<file path="src/rtl/setbit_pkg.sv">
// Shared sizing for the set-bit compactor.
// Assumes the vector width is a power of two, so that one index fills its slot exactly.
package setbit_pkg;
    localparam int VEC_W = 16;
    localparam int IDX_W = $clog2(VEC_W);
    localparam int CNT_W = $clog2(VEC_W + 1);
endpackage

</file>
<file path="src/rtl/setbit_prefix.sv">
// Exclusive prefix population counter.
// For each bit i it gives the number of set bits strictly below i. It also gives the total count.
// Assumes a purely combinational context. Each bit has its own parallel count tree, with no ripple chain between bits.
module setbit_prefix #(
    parameter int VEC_W = setbit_pkg::VEC_W,
    localparam int CNT_W = $clog2(VEC_W + 1)
) (
    input  logic [VEC_W-1:0]       vec_i,
    output logic [VEC_W*CNT_W-1:0] below_o,
    output logic [CNT_W-1:0]       total_o
);

    for (genvar i = 0; i < VEC_W; i++) begin : g_bit
        localparam logic [VEC_W-1:0] LOW_MASK = (VEC_W'(1) << i) - VEC_W'(1);
        // Counts the set bits under position i.
        assign below_o[i*CNT_W +: CNT_W] = CNT_W'($countones(vec_i & LOW_MASK));
    end

    // Total: the count below the top bit, plus the top bit itself.
    assign total_o = below_o[(VEC_W-1)*CNT_W +: CNT_W] + CNT_W'(vec_i[VEC_W-1]);

endmodule

</file>
<file path="src/rtl/setbit_scatter.sv">
// Slot scatter network.
// Each set bit i writes index i into the slot named by its prefix count. Unclaimed slots stay zero.
// Assumes the prefix counts come from setbit_prefix, so no two set bits ever claim the same slot.
module setbit_scatter #(
    parameter int VEC_W = setbit_pkg::VEC_W,
    localparam int IDX_W = $clog2(VEC_W),
    localparam int CNT_W = $clog2(VEC_W + 1)
) (
    input  logic [VEC_W-1:0]       vec_i,
    input  logic [VEC_W*CNT_W-1:0] below_i,
    output logic [VEC_W*IDX_W-1:0] list_o
);

    for (genvar s = 0; s < VEC_W; s++) begin : g_slot
        logic [IDX_W-1:0] acc;
        // ORs together the index of whichever set bit targets slot s.
        always_comb begin
            acc = '0;
            for (int i = 0; i < VEC_W; i++) begin
                if (vec_i[i] && (below_i[i*CNT_W +: CNT_W] == CNT_W'(s))) begin
                    acc = acc | IDX_W'(i);
                end
            end
        end
        assign list_o[s*IDX_W +: IDX_W] = acc;
    end

endmodule

</file>
<file path="src/rtl/setbit_compactor.sv">
// Set-bit index list compactor, top level.
// Lists every set bit position in ascending order, packed from slot 0 upward, and gives the number of valid slots.
// Assumes a combinational use: no clock, no reset and no state.
module setbit_compactor #(
    parameter int VEC_W = setbit_pkg::VEC_W,
    localparam int IDX_W = $clog2(VEC_W),
    localparam int CNT_W = $clog2(VEC_W + 1)
) (
    input  logic [VEC_W-1:0]       vec_i,
    output logic [VEC_W*IDX_W-1:0] idx_list_o,
    output logic [CNT_W-1:0]       set_cnt_o
);

    logic [VEC_W*CNT_W-1:0] below;

    // Computes the rank of each bit among the set bits.
    setbit_prefix #(.VEC_W(VEC_W)) u_prefix (
        .vec_i  (vec_i),
        .below_o(below),
        .total_o(set_cnt_o)
    );

    // Places each set bit's index into its ranked slot.
    setbit_scatter #(.VEC_W(VEC_W)) u_scatter (
        .vec_i  (vec_i),
        .below_i(below),
        .list_o (idx_list_o)
    );

endmodule

</file>
<file path="config.mk">
export PLATFORM = sky130hd
export DESIGN_NAME = setbit_compactor
export DESIGN_NICKNAME = d
export VERILOG_FILES = /design/src/rtl/setbit_pkg.sv /design/src/rtl/setbit_prefix.sv /design/src/rtl/setbit_scatter.sv /design/src/rtl/setbit_compactor.sv
export SDC_FILE = /design/constraint.sdc
export NUM_CORES = 1
export LEC_CHECK = 0
export BUFFER_PORTS_ARGS = -buffer_cell sky130_fd_sc_hd__buf_2
export CORE_ASPECT_RATIO = 0.75
export CORE_MARGIN = 2
export CORE_UTILIZATION = 60
export DETAILED_ROUTE_END_ITERATION = 8
export PLACE_DENSITY = 0.86
export SLEW_MARGIN = 0
export SYNTH_ARGS = -nofsm -noshare
export SYNTH_HDL_FRONTEND = slang
export SYNTH_SLANG_ARGS = --single-unit
</file>
<file path="constraint.sdc">
create_clock -name vclk -period 9.3
set_clock_uncertainty 0.2 [all_clocks]
set_input_delay 1.395 -clock vclk [all_inputs]
set_output_delay 1.395 -clock vclk [all_outputs]
set_load 0.05 [all_outputs]
</file>
==> metrics.md <==
| Metric | Value |
|---|---|
| Largest net degree at the start of global routing | `24` |
| Final HPWL DP | `15.7 mm` |
| Post-CTS setup buffers | `0` |
| Crit-path max cell delay | `0.63 ns` |
| Mean Syn Cell Area | `6.66 µm²` |
| Final worst path period share | `93.7%` |
| Violated checks | `design-rule violations` |
| Global-route wire length before repair | `28.7 mm` |
| Top-count cell post-synth | `nor2_1` |
| Layout area overhead | `12.5%` |
| Total Routing Usage GR | `47.1%` |
| Final setup vio count | `0` |
| Slew HR | `27.0%` |
| Site Rows | `26` |
| CP Launch Type | `input pin` |
| Arr. time, crit path | `7.12 ns` |
| HP Class | `in -> out` |
| Final Critical Period | `8.71 ns` |
| Cell taking the most area after synthesis | `ha_1` |
| Grt total ovfl | `0` |
| CP Capture Type | `output pin` |
| Residual DRC | `16` |
| Nets | `806` |
| Fin. Hold Viols | `0` |
| FFs & Latches | `0` |
| Clock buffers | `0` |
| Hold bufs inserted after CTS | `0` |
| Non-Filler Instances | `825` |
| Worst Path Required | `7.71 ns` |
| Crit path top cell by count | `inv_1` |
| Total Wirelength | `19.4 mm` |
| Fmax | `0.115 GHz` |
| Setup CP Type | `in -> out` |
| Fillers | `631` |
| Final TNS setup | `0 ns` |
| Final Slew Violations | `0` |
| Syn Nets | `726` |
| Routability cong. | `1.28` |
| Crit Path Max Fanout | `7` |
| Slew @ Worst Pin | `1.09 ns` |
| Die height | `77.5 µm` |
| Post-DRT Antenna Nets | `0` |
| Synth top cells by count | `nor2_1, nand2_1, a21oi_1` |
| Hold slack | `3.05 ns` |
| Ranking of synthesized cells by area | `ha_1, fa_1, a21oi_1` |
| Outcome | `finished with violations` |
| Worst path cell trace | `buf_2, inv_1, ha_1, fa_1, buf_4, inv_1, fa_1, inv_1, ha_1, inv_1, fa_1, inv_1, ha_1, fa_1, nor2_1, o21ba_2, a211oi_1, nand2b_1, nor3_1, a21oi_1, nand4_1, buf_2` |
| RSZ-0062 raised after global routing | `false` |
| Initial antenna violation count | `0` |
| Slowest cell on crit path | `fa_1` |
| Cts repair resizes | `0` |
| Initial Utilization | `62.7%` |
| Syn. warnings | `0` |
| Vias post-DR | `6,124` |
| Cell count after synthesis | `649` |
| Max capacitance violation total | `0` |
| Synth Cell Area | `0.00433 mm²` |
| DR pass1 iterations | `9` |
| I/O pin count | `85` |
| DR WL/cell | `23.5 µm` |
| Core Area | `0.00690 mm²` |
| DR vias/cell | `7.42` |
| Initial detailed-routing violation count | `1,040` |
| Share of layout cells above drive strength 1 | `16.0%` |
| IO Port Bufs | `85` |
| Share of the synthesized area in the top cell type | `12.1%` |
| Distinct cells, synth | `73` |
| Register area share after synthesis | `0%` |
| Vias in the first global route | `5,342` |
| Sequential cell area | `0 µm²` |
| Diodes inserted | `0` |
| Die area | `0.00791 mm²` |
| Placed Cells | `825` |
| Die X | `102 µm` |
## cells by family after synthesis
kind of cell    share of synthesized area (%)
simple gates                             38.8
compound gates                           26.2
fa+ha+maj                                21.2
buf+inv                                  5.32
xor+xnor                                 7.72
mux                                     0.723
## final cells by class
type                       instances  area, µm²  area share (%)
tap                               98        123            2.52
timing repair buffer              94        493            10.1
inverter                          41        154            3.16
multi-input combinational        592       4100            84.2
## per-stage QoR
step	util (%)	setup slack (ns)	area, µm²
floorplan	-	0.988	4330
global placement	70.5	0.981	4860
detailed placement	70.5	0.817	4860
CTS	70.5	0.804	4860
global route	70.5	0.409	4860
finish	70.5	0.590	4860
## critical path, delay by kind of cell
kind	cells	cell delay, ns
buffers and inverters	8	1.01
AO/OA/AOI/OAI	3	0.62
AND/OR/NAND/NOR	4	0.99
adder cells (fa/ha/maj)	7	3.10
## metal layers
layer / GRT usage, % / share of wire [%] / up-vias
met4: 18.8 / 6.3 / 0
li1: - / - / 2569
met3: 15.9 / 18 / 175
met5: 0 / 0 / -
met1: 64.6 / 37 / 2726
met2: 67.2 / 38 / 654
## final timing paths
path	endpoint	from	slack (ns)	cells past startpoint
worst max-delay path	idx_list_o[51]	vec_i[0]	0.59	22
worst min-delay path	set_cnt_o[0]	vec_i[15]	3.05	3
## cell usage in the layout (no fill, tap or decap), drive strengths merged, types with 4 or more instances in the layout
master	instances
a211oi	9
a21o	5
a21oi	66
a221oi	9
a22o	6
a22oi	5
a2bb2oi	4
a31oi	4
and2	5
and3	6
buf	94
fa	19
ha	42
inv	41
nand2	75
nand2b	15
nand3	33
nand3b	7
nand4	20
nor2	76
nor2b	12
nor3	54
nor3b	9
nor4	5
o2111ai	6
o21ai	16
o22ai	4
o31ai	4
or4	5
xnor2	18
xnor3	4
xor2	6
Power is left out: the tool's default activity adds up to more than one toggle a clock period on the data nets, which glitch-free logic cannot reach.
